$ cat src/rtl/qpwm_pkg.sv
package qpwm_pkg;

    localparam int BUS_AW  = 5;
    localparam int BUS_DW  = 32;
    localparam int PRESC_W = 12;
    localparam int SRC_W   = 2;
    localparam int LP_W    = 3;

    localparam logic [BUS_AW-1:0] OFS_CTRL = 5'h00;
    localparam logic [BUS_AW-1:0] OFS_STAT = 5'h04;
    localparam logic [BUS_AW-1:0] OFS_SAMP = 5'h0C;
    localparam logic [BUS_AW-1:0] OFS_PER  = 5'h10;

    localparam int BIT_EN    = 0;
    localparam int BIT_SWR   = 3;
    localparam int PRESC_LSB = 4;
    localparam int SRC_LSB   = 16;
    localparam int LP_LSB    = 22;
    localparam int BIT_OVF   = 4;

    typedef enum logic [2:0] {
        SEL_NONE,
        SEL_CTRL,
        SEL_STAT,
        SEL_SAMP,
        SEL_PER
    } reg_sel_e;

    typedef struct packed {
        logic [LP_W-1:0]    lp_run;
        logic [SRC_W-1:0]   clk_src;
        logic [PRESC_W-1:0] presc;
        logic               en;
    } ctrl_t;

    function automatic reg_sel_e decode_addr(input logic [BUS_AW-1:0] a);
        reg_sel_e s;
        case (a)
            OFS_CTRL: s = SEL_CTRL;
            OFS_STAT: s = SEL_STAT;
            OFS_SAMP: s = SEL_SAMP;
            OFS_PER:  s = SEL_PER;
            default:  s = SEL_NONE;
        endcase
        return s;
    endfunction

    function automatic ctrl_t ctrl_from_word(input logic [BUS_DW-1:0] w);
        ctrl_t c;
        c.en      = w[BIT_EN];
        c.presc   = w[PRESC_LSB +: PRESC_W];
        c.clk_src = w[SRC_LSB +: SRC_W];
        c.lp_run  = w[LP_LSB +: LP_W];
        return c;
    endfunction

    function automatic logic [BUS_DW-1:0] ctrl_to_word(input ctrl_t c, input logic swr);
        logic [BUS_DW-1:0] w;
        w = '0;
        w[BIT_EN]                = c.en;
        w[BIT_SWR]               = swr;
        w[PRESC_LSB +: PRESC_W]  = c.presc;
        w[SRC_LSB +: SRC_W]      = c.clk_src;
        w[LP_LSB +: LP_W]        = c.lp_run;
        return w;
    endfunction

endpackage

$ cat src/rtl/qpwm_fifo.sv
module qpwm_fifo #(
    parameter  int DW    = 16,
    parameter  int DEPTH = 4,
    localparam int PTR_W = (DEPTH > 1) ? $clog2(DEPTH) : 1,
    localparam int CNT_W = $clog2(DEPTH + 1)
) (
    input  logic             clk,
    input  logic             rst,
    input  logic             flush,
    input  logic             push,
    input  logic [DW-1:0]    push_data,
    input  logic             pop,
    output logic [DW-1:0]    pop_data,
    output logic [CNT_W-1:0] count,
    output logic             full,
    output logic             empty
);

    localparam logic [CNT_W-1:0] CNT_FULL = CNT_W'(DEPTH);
    localparam logic [PTR_W-1:0] PTR_LAST = PTR_W'(DEPTH - 1);

    logic [DW-1:0]    mem [DEPTH];
    logic [PTR_W-1:0] wr_ptr, rd_ptr;
    logic             push_ok, pop_ok;

    assign full     = (count == CNT_FULL);
    assign empty    = (count == '0);
    assign push_ok  = push && !full;
    assign pop_ok   = pop && !empty;
    assign pop_data = mem[rd_ptr];

    function automatic logic [PTR_W-1:0] ptr_next(input logic [PTR_W-1:0] p);
        return (p == PTR_LAST) ? '0 : p + PTR_W'(1);
    endfunction

    always_ff @(posedge clk) begin
        if (push_ok) begin
            mem[wr_ptr] <= push_data;
        end
    end

    always_ff @(posedge clk) begin
        if (rst || flush) begin
            wr_ptr <= '0;
            rd_ptr <= '0;
            count  <= '0;
        end else begin
            if (push_ok) wr_ptr <= ptr_next(wr_ptr);
            if (pop_ok)  rd_ptr <= ptr_next(rd_ptr);
            case ({push_ok, pop_ok})
                2'b10:   count <= count + CNT_W'(1);
                2'b01:   count <= count - CNT_W'(1);
                default: count <= count;
            endcase
        end
    end

    // occupancy never exceeds the queue depth
    assert_fifo_bound_R2: assert property (@(posedge clk) disable iff (rst)
        count <= CNT_FULL);

    // a push into a full queue never adds a word
    assert_full_drop_R3: assert property (@(posedge clk) disable iff (rst)
        (push && full && !flush) |=> (count == $past(count) - CNT_W'($past(pop))));

endmodule

$ cat src/rtl/qpwm_counter.sv
module qpwm_counter #(
    parameter  int DW      = 16,
    parameter  int PRESC_W = 12,
    localparam int CW      = DW + 1
) (
    input  logic               clk,
    input  logic               rst,
    input  logic               soft_rst,
    input  logic               en,
    input  logic [PRESC_W-1:0] presc,
    input  logic [DW-1:0]      period,
    input  logic               fifo_empty,
    input  logic [DW-1:0]      fifo_data,
    output logic               pop,
    output logic [DW-1:0]      active,
    output logic               pwm_out
);

    logic               started;
    logic [PRESC_W-1:0] pre_q;
    logic [CW-1:0]      cnt_q;
    logic [CW-1:0]      last_cnt;
    logic               tick, wrap, load;

    assign last_cnt = {1'b0, period} + CW'(1);
    assign tick     = (pre_q >= presc);
    assign wrap     = started && tick && (cnt_q >= last_cnt);
    assign load     = en && (!started || wrap);
    assign pop      = load && !fifo_empty;
    assign pwm_out  = en && started && ({1'b0, active} > cnt_q);

    always_ff @(posedge clk) begin
        if (rst || soft_rst || !en) begin
            started <= 1'b0;
            pre_q   <= '0;
            cnt_q   <= '0;
        end else if (!started) begin
            started <= 1'b1;
            pre_q   <= '0;
            cnt_q   <= '0;
        end else if (tick) begin
            pre_q <= '0;
            cnt_q <= wrap ? '0 : cnt_q + CW'(1);
        end else begin
            pre_q <= pre_q + PRESC_W'(1);
        end
    end

    always_ff @(posedge clk) begin
        if (rst || soft_rst) begin
            active <= '0;
        end else if (pop) begin
            active <= fifo_data;
        end
    end

    // a disabled counter sits at its start position
    assert_idle_zero_R4: assert property (@(posedge clk) disable iff (rst)
        !en |=> (cnt_q == '0 && pre_q == '0));

    // consecutive period starts are at least two cycles apart
    assert_one_pop_R7: assert property (@(posedge clk) disable iff (rst)
        pop |=> !pop);

endmodule

$ cat src/rtl/qpwm_regs.sv
module qpwm_regs
    import qpwm_pkg::*;
#(
    parameter  int DW         = 16,
    parameter  int CNT_W      = 3,
    parameter  int SWR_CYCLES = 4,
    localparam int SWR_W      = $clog2(SWR_CYCLES + 1)
) (
    input  logic              clk,
    input  logic              rst,
    input  logic              wr,
    input  logic [BUS_AW-1:0] addr,
    input  logic [BUS_DW-1:0] wdata,
    input  logic              fifo_full,
    input  logic [CNT_W-1:0]  fifo_cnt,
    input  logic [DW-1:0]     active,
    output ctrl_t             ctrl,
    output logic [DW-1:0]     period,
    output logic              push,
    output logic [DW-1:0]     push_data,
    output logic              flush,
    output logic              busy,
    output logic [BUS_DW-1:0] rdata
);

    reg_sel_e         sel;
    logic [SWR_W-1:0] swr_cnt;
    logic             ovf_q;
    logic             wr_ok, ovf_clr;

    assign sel       = decode_addr(addr);
    assign busy      = (swr_cnt != '0);
    assign wr_ok     = wr && !busy;
    assign flush     = wr_ok && (sel == SEL_CTRL) && wdata[BIT_SWR];
    assign push      = wr_ok && (sel == SEL_SAMP);
    assign push_data = wdata[DW-1:0];
    assign ovf_clr   = wr_ok && (sel == SEL_STAT) && wdata[BIT_OVF];

    always_ff @(posedge clk) begin
        if (rst) begin
            ctrl    <= '0;
            period  <= '0;
            ovf_q   <= 1'b0;
            swr_cnt <= '0;
        end else if (flush) begin
            ctrl    <= '0;
            period  <= '0;
            ovf_q   <= 1'b0;
            swr_cnt <= SWR_W'(SWR_CYCLES);
        end else begin
            if (busy) swr_cnt <= swr_cnt - SWR_W'(1);
            if (wr_ok && sel == SEL_CTRL) ctrl   <= ctrl_from_word(wdata);
            if (wr_ok && sel == SEL_PER)  period <= wdata[DW-1:0];
            if (push && fifo_full)        ovf_q  <= 1'b1;
            else if (ovf_clr)             ovf_q  <= 1'b0;
        end
    end

    always_comb begin
        rdata = '0;
        case (sel)
            SEL_CTRL: rdata = ctrl_to_word(ctrl, busy);
            SEL_STAT: begin
                rdata[CNT_W-1:0] = fifo_cnt;
                rdata[BIT_OVF]   = ovf_q;
            end
            SEL_SAMP: rdata[DW-1:0] = active;
            SEL_PER:  rdata[DW-1:0] = period;
            default:  rdata = '0;
        endcase
    end

    // the reset bit stays visible for the full sequence length
    assert_swr_len_R9: assert property (@(posedge clk) disable iff (rst)
        $fell(busy) |-> $past(busy, SWR_CYCLES));

    // control stays at its default while the sequence runs
    assert_swr_hold_R9: assert property (@(posedge clk) disable iff (rst)
        busy |-> (ctrl == '0 && period == '0));

    // the overflow flag only drops on an explicit clear
    assert_ovf_sticky_R3: assert property (@(posedge clk) disable iff (rst)
        (ovf_q && !ovf_clr && !flush) |=> ovf_q);

endmodule

$ cat src/rtl/qpwm.sv
module qpwm
    import qpwm_pkg::*;
#(
    parameter  int DW         = 16,
    parameter  int DEPTH      = 4,
    parameter  int SWR_CYCLES = 4,
    localparam int CNT_W      = $clog2(DEPTH + 1)
) (
    input  logic              clk,
    input  logic              rst,
    input  logic              bus_sel,
    input  logic              bus_we,
    input  logic [BUS_AW-1:0] bus_addr,
    input  logic [BUS_DW-1:0] bus_wdata,
    output logic [BUS_DW-1:0] bus_rdata,
    output logic              pwm_out
);

    ctrl_t             ctrl;
    logic [DW-1:0]     period, push_data, pop_data, active;
    logic              push, pop, flush, busy;
    logic              fifo_full, fifo_empty;
    logic [CNT_W-1:0]  fifo_cnt;
    logic [BUS_DW-1:0] reg_rdata;

    assign bus_rdata = bus_sel ? reg_rdata : '0;

    qpwm_regs #(
        .DW(DW), .CNT_W(CNT_W), .SWR_CYCLES(SWR_CYCLES)
    ) u_regs (
        .clk(clk), .rst(rst),
        .wr(bus_sel && bus_we), .addr(bus_addr), .wdata(bus_wdata),
        .fifo_full(fifo_full), .fifo_cnt(fifo_cnt), .active(active),
        .ctrl(ctrl), .period(period),
        .push(push), .push_data(push_data),
        .flush(flush), .busy(busy), .rdata(reg_rdata)
    );

    qpwm_fifo #(
        .DW(DW), .DEPTH(DEPTH)
    ) u_fifo (
        .clk(clk), .rst(rst), .flush(flush),
        .push(push), .push_data(push_data),
        .pop(pop), .pop_data(pop_data),
        .count(fifo_cnt), .full(fifo_full), .empty(fifo_empty)
    );

    qpwm_counter #(
        .DW(DW), .PRESC_W(PRESC_W)
    ) u_counter (
        .clk(clk), .rst(rst), .soft_rst(flush),
        .en(ctrl.en), .presc(ctrl.presc), .period(period),
        .fifo_empty(fifo_empty), .fifo_data(pop_data),
        .pop(pop), .active(active), .pwm_out(pwm_out)
    );

    // the queue is empty when the reset sequence ends
    assert_swr_flush_R9: assert property (@(posedge clk) disable iff (rst)
        $fell(busy) |-> (fifo_cnt == '0));

    // a disabled block never drains its queue
    assert_idle_hold_R4: assert property (@(posedge clk) disable iff (rst)
        (!ctrl.en && !flush) |=> (fifo_cnt >= $past(fifo_cnt)));

endmodule

$ cat config.mk
export PLATFORM = sky130hd
export DESIGN_NAME = qpwm
export DESIGN_NICKNAME = d
export VERILOG_FILES = /design/src/rtl/qpwm_pkg.sv /design/src/rtl/qpwm_fifo.sv /design/src/rtl/qpwm_counter.sv /design/src/rtl/qpwm_regs.sv /design/src/rtl/qpwm.sv
export SDC_FILE = /design/constraint.sdc
export NUM_CORES = 1
export LEC_CHECK = 0
export ABC_AREA = 1
export BUFFER_PORTS_ARGS = -buffer_cell sky130_fd_sc_hd__clkbuf_2
export CAP_MARGIN = 20
export CELL_PAD_IN_SITES_DETAIL_PLACEMENT = 0
export CELL_PAD_IN_SITES_GLOBAL_PLACEMENT = 1
export CORE_ASPECT_RATIO = 0.7
export CORE_MARGIN = 2
export CORE_UTILIZATION = 41
export DETAILED_ROUTE_END_ITERATION = 10
export PLACE_DENSITY = 0.88
export REMOVE_ABC_BUFFERS = 1
export SLEW_MARGIN = 20
export SYNTH_ARGS = -nofsm -noshare
export SYNTH_HDL_FRONTEND = slang
export SYNTH_SLANG_ARGS = --single-unit
$ cat constraint.sdc
create_clock -name clk -period 3.5 [get_ports clk]
set_input_delay 0.875 -clock clk [delete_from_list [all_inputs] [get_ports clk]]
set_output_delay 0.875 -clock clk [all_outputs]
set_load 0.1 [all_outputs]
# Word level (Yosys, flattened, before mapping)
# Memory sizes are Yosys's and may differ from the RTL's. A register that Yosys moved wholly into a read port is not among the register bits.
# Cells that the tools add are included.
# word_totals
reg_bits	75
ramBits	64
elab_cells	91
n_memories	1
output_inout_bits	33
# op_classes
n_lt_le_gt_ge	3
n_eq_ne	12
n_reduce_logical	34
addsub	8
muxes	18
bitwise	1
# memory_table
name	depth	word_bits	rd	rd_clocked_by_memory_dff	write_ports	line	rtl
u_fifo.mem	4	16	1	1	1	qpwm_fifo.sv:22	logic [DW-1:0] mem [DEPTH];
# ops
operator	n
$pmux W11 S3	1
$mux W32	1
$pmux W3 S4	2
$add A16 B1 Y17 const B	1
$add A17 B1 Y17 const B	1
$ge A17 B17 Y1	1
$gt A16 B17 Y1	1
$logic_and A1 B1 Y1	17
$mux W17	1
$add A12 B1 Y12 const B	1
$ge A12 B12 Y1	1
$mux W9	1
$eq A2 B2 Y1 const B	3
$eq A3 B2 Y1 const B	2
$eq A3 B3 Y1 const B	2
$mux W3	2
$pmux W3 S2	1
$reduce_bool A2 Y1	3
$sub A3 B1 Y3 const B	2
$eq A5 B3 Y1 const B	1
$eq A5 B4 Y1 const B	1
$eq A5 B5 Y1 const B	1
$logic_not A1 Y1	5
$logic_not A5 Y1	1
14 further kinds	23

# Longest topological paths before layout
# logic_depth
depth_word	9
ltp_mapped	28
ltp_nobuf	27

# By module
# A second synthesis with hierarchy kept.
# unflattened
hier_cells	1139
hier_area_um2	9059.9
# modules_own_cells
module	area_each_um2	cells_per_inst	n_inst
qpwm_counter	3712.3	538	1
qpwm_fifo	2861.5	226	1
qpwm_regs	2164.6	305	1
qpwm	321.6	70	1

# Worst setup path before layout
# No wires, ideal clock.
# synth_path
path_kind	input port to output port
from	in bus_addr[1]
to	out bus_rdata[16]
path_slack_ns	-0.254
arrival_ns	2.879
t_required_ns	2.625
path_stages	6
cell_sequence	nor2_2 -> nand2_2 -> nor2_4 -> inv_1 -> clkbuf_1 -> nor2_1
# synth_via
elab_chain_len	5
elab_cells_between_ends	8
# synth_lines
element	line	rtl
from (decl)	qpwm.sv:13	input logic [BUS_AW-1:0] bus_addr,
$eq A5 B5 Y1, or another cell as far along	qpwm_pkg.sv:38	case (a)
$pmux W3 S4 *	qpwm_pkg.sv:38	
$eq A3 B1 Y1 *	qpwm_regs.sv:61	case (sel)
$mux W9 *	qpwm_regs.sv:61	
$mux W32 *	qpwm.sv:26	assign bus_rdata = bus_sel ? reg_rdata : '0;
to (decl)	qpwm.sv:15	output logic [BUS_DW-1:0] bus_rdata,
# Every way passes the cells marked *; elsewhere a longest branch is shown, timed or not.

# Worst setup path after layout
# layout_path
from	reg u_regs.period[0]
to	reg u_fifo.count[2]
# layout_via
elab_chain_len	9
elab_cells_between_ends	11
# layout_lines
element	line	rtl
from (decl)	qpwm_regs.sv:18	output logic [DW-1:0] period,
from (signal assigned)	qpwm_regs.sv:53	if (wr_ok && sel == SEL_PER) period <= wdata[DW-1:0];
$add A16 B1 Y17 *	qpwm_counter.sv:25	assign last_cnt = {1'b0, period} + CW'(1);
$ge A17 B17 Y1 *	qpwm_counter.sv:27	assign wrap = started && tick && (cnt_q >= last_cnt);
$logic_and A1 B1 Y1 *	qpwm_counter.sv:27	
$logic_or A1 B1 Y1 *	qpwm_counter.sv:28	assign load = en && (!started || wrap);
$logic_and A1 B1 Y1 *	qpwm_counter.sv:28	
$logic_and A1 B1 Y1 *	qpwm_counter.sv:29	assign pop = load && !fifo_empty;
via pop	qpwm.sv:21	logic push, pop, flush, busy;
$logic_and A1 B1 Y1 *	qpwm_fifo.sv:29	assign pop_ok = pop && !empty;
$eq A2 B1 Y1 or $eq A2 B2 Y1 (tied branches)	qpwm_fifo.sv:50	case ({push_ok, pop_ok})
$pmux W3 S2 or $reduce_bool A2 Y1 (tied branches)	-	
to (signal assigned)	qpwm_fifo.sv:51	2'b10: count <= count + CNT_W'(1);
to (signal assigned)	qpwm_fifo.sv:52	2'b01: count <= count - CNT_W'(1);
to (signal assigned)	qpwm_fifo.sv:53	default: count <= count;
to (decl)	qpwm_fifo.sv:14	output logic [CNT_W-1:0] count,
# Mark *: on every way through the listed nets, which the timed path passes. The rest lies on a longest branch.
# A chain may end at the register's enable or synchronous reset.

==> impl_metrics.toml <==
[power]
power_frac_seq = 0.479
power.internal_uw = 3010
comb_power_share = 0.064
power_leakage_uw = 0.00414
p_switching_uw = 969
powerDensity_mw_per_mm2 = 393
peakVddDrop_uv = 406
netSwitchingFraction = 0.244
p_clk_frac = 0.456

[sta]
finalCritPeriodShare = 1.01
finalHoldViolations = 0
finalSetupViolCount = 1
layout_setup_ws_ns = -0.0499
finClkSkew_ns = 0.0112
slew_headroom = 0.348
rsz0062_at_grt = "yes"
fmax_ghz = 0.282
maxSlewViolCount = 0
min_period_ns = 3.55
fin_hold_ws_ns = 0.464
worst_pin_slew_ns = 0.976

[clocking]
ctsHoldBuffers = 0
cts_buffers = 17
root_buffer = "clkbuf_16"
path_clk_slew_ns = 0.07
cts_max_level = 4
cts_tree = "yes"
clockBufferDepth = 2
clk_latency_ns = 0.44
cts_sinks = 155

[floorplan]
die_area_mm2 = 0.0217
rows = 43
fp.dieW_um = 175
fp.dieH_um = 124
start_util = 0.421
core_mm2 = 0.0200
ios = 74

[placement]
dp_hpwl_um = 16200
portBuffers = 51
gp_congestion = 0.879
post-place-cells = 1351
dp_slack_ns = -0.163

[routing]
drt_wl_total_um = 22200
final_antenna_net_count = 0
drt-pass1-iter-count = 5
drtIter0Drc = 620
viasPerCell = 5.10
wl_per_cell_um = 16.0
drcViolationCount = 0
num_vias = 7085

[worst_setup_path]
arrival_ns = 3.87
cp-end-kind = "flop"
r2r_start = "u_regs.period[0]"
required_ns = 3.82
cp-startpoint = "u_regs.period[0]"
worstPathMaxFanout = 3
start_kind = "flop"
crit_type = "flop to flop"

[run_status]
status = "finished, violations left"
violations = "setup timing"

[worst_hold_path]
hp-start = "u_regs.ctrl[3]"
hp-class = "flop to flop"

[yosys]
synth_seq_cells = 155
synth_cell_types = 50
synth_edf_count = 64
seq_area_frac_synth = 0.445
synth-async-reset-ratio = 0
synth-main-ff-cell = "dfxtp_1"
avgSynthCellArea_um2 = 8.21
ys.warnings.count = 0
syn_area_mm2 = 0.00841
synthCells = 1024

[cells_and_area]
fin_nets = 1205
num_antenna_cells = 0
drive_gt1_frac = 0.157
syn2layout_area_growth_pct = 20.4
final_common_cell = "nand2_1"
final_cell_mix = "209 x nand2_1, 134 x nor2_1, 121 x inv_1"
fin_cells = 1389

[global_routing]
grt_pass1_wl_um = 35400
antenna_found_initial = 0
grt_use_total = 0.213
grt_overflow = 0
first_global_vias = 6546
grt_start_max_net_pins = 35

[job]
cap_violations = 0
-- per-layer routing --
layer / global-route usage / part of all wire / vias to the layer above
met1: 0.312 / 0.47 / 3312
met5: 0 / 0 / -
li1: - / - / 3522
met2: 0.313 / 0.43 / 217
met3: 0.0467 / 0.085 / 34
met4: 0.0667 / 0.018 / 0
-- cells by family after synthesis --
group | Yosys count | synth area share
AOI/OAI and AO/OA | 165 | 0.110
xor gates and xnor gates | 30 | 0.0313
adders and majority gates | 58 | 0.0872
buffers and inverters | 174 | 0.0887
DFF | 155 | 0.445
other | 1 | 0.000446
and+or+nand+nor | 441 | 0.237
-- area by class of cell --
type / instances / area (µm²)
Sequential cell: 155 / 3750
Clock buffer: 18 / 429
Timing Repair Buffer: 95 / 903
Clock inverter: 14 / 140
Fill cell: 1875 / 9840
Tap cell: 270 / 338
Inverter: 132 / 503
Multi-Input combinational cell: 705 / 4060
-- cell usage after synthesis, types with 3 or more instances --
library cell / count / area [µm²]
nand2_1: 209 / 785
nor2_1: 136 / 510
inv_1: 128 / 480
dfxtp_1: 91 / 1820
a21oi_1: 70 / 350
edfxtp_1: 64 / 1920
ha_1: 57 / 713
o21ai_0: 49 / 245
nand3_1: 27 / 135
xor2_1: 24 / 210
o22ai_1: 21 / 131
clkbuf_1: 16 / 60.1
nand4_1: 14 / 87.6
buf_4: 13 / 97.6
nor3_1: 12 / 60.1
nand3b_1: 9 / 67.6
o221ai_1: 8 / 70.1
buf_2: 7 / 35.0
xnor2_1: 6 / 52.6
nor2_2: 5 / 31.3
a211oi_1: 4 / 30.0
buf_6: 4 / 45.0
o211ai_1: 4 / 30.0
or2_2: 4 / 25.0
nand2_4: 3 / 33.8
nand3_2: 3 / 30.0
nor2_4: 3 / 33.8
nor3_2: 3 / 30.0
-- sequential cells by signal, indices dropped and copies added (netlist names) --
register / flops
u_counter.active: 16
u_regs.swr_cnt: 3
u_fifo.mem: 64
u_regs.ctrl: 18
u_counter.pre_q: 12
u_counter.started: 1
u_counter.cnt_q: 17
u_fifo.count: 3
u_fifo.wr_ptr: 2
u_regs.period: 16
u_fifo.rd_ptr: 2
u_regs.ovf_q: 1
-- path summary, 6_finish.rpt --
kind         slack [ns]              end  cells after the start
min reg2reg        0.46   u_regs.ctrl[3]                      2
min                0.46   u_regs.ctrl[3]                      2
max               -0.05  u_fifo.count[2]                     26
max reg2reg       -0.05  u_fifo.count[2]                     26
-- metrics by stage --
| step | setup TNS, ns | instance area, µm² | power [µW] | util |
|---|---|---|---|---|
| 6_report | -0.0499 | 10100 | 3980 | 0.507 |
| 5_1_grt | -0.440 | 10100 | 4090 | 0.507 |
| 4_1_cts | 0 | 10000 | 4000 | 0.503 |
| 3_5_place_dp | -0.197 | 9390 | 2200 | 0.471 |
| 3_3_place_gp | -0.0853 | 9390 | 2190 | 0.471 |
| 2_1_floorplan | -1.67 | 8200 | 2120 | - |
-- power groups by stage --
stage	clock (µW)	combinational [µW]	sequential [µW]
final	1820	256	1910
after global routing	1900	284	1910
after CTS	1830	256	1910
after detailed placement	0	255	1950
after global placement	0	244	1950
after floorplan	0	172	1950
-- critical path, stage by stage (launching register included) --
cell,delay [ns]
dfxtp_4,0.38
inv_4,0.05
nor3_4,0.23
nand3_2,0.13
nor2_4,0.11
nand3_2,0.10
nor2_4,0.12
xor2_1,0.15
inv_1,0.06
ha_1,0.29
nand2_1,0.06
nor2_1,0.13
nand3_2,0.09
nor2_1,0.10
nor2_1,0.05
nand3_2,0.10
nand2_4,0.06
nand2_4,0.08
nand2_4,0.05
inv_2,0.07
ha_4,0.12
inv_2,0.04
fa_2,0.40
a21oi_2,0.14
o21ai_1,0.11
xor2_1,0.16
nor2_1,0.05
-- repair_timing --
item / CTS / global route
resized for setup: 17 / 20
hold endpoints to repair: 0 / 0
buffers inserted: 3 / 3
cloned: 0 / 0
pin swaps: 11 / 22
endpoints found under the setup margin: 2 / 3
(Power assumes the default switching activity.)
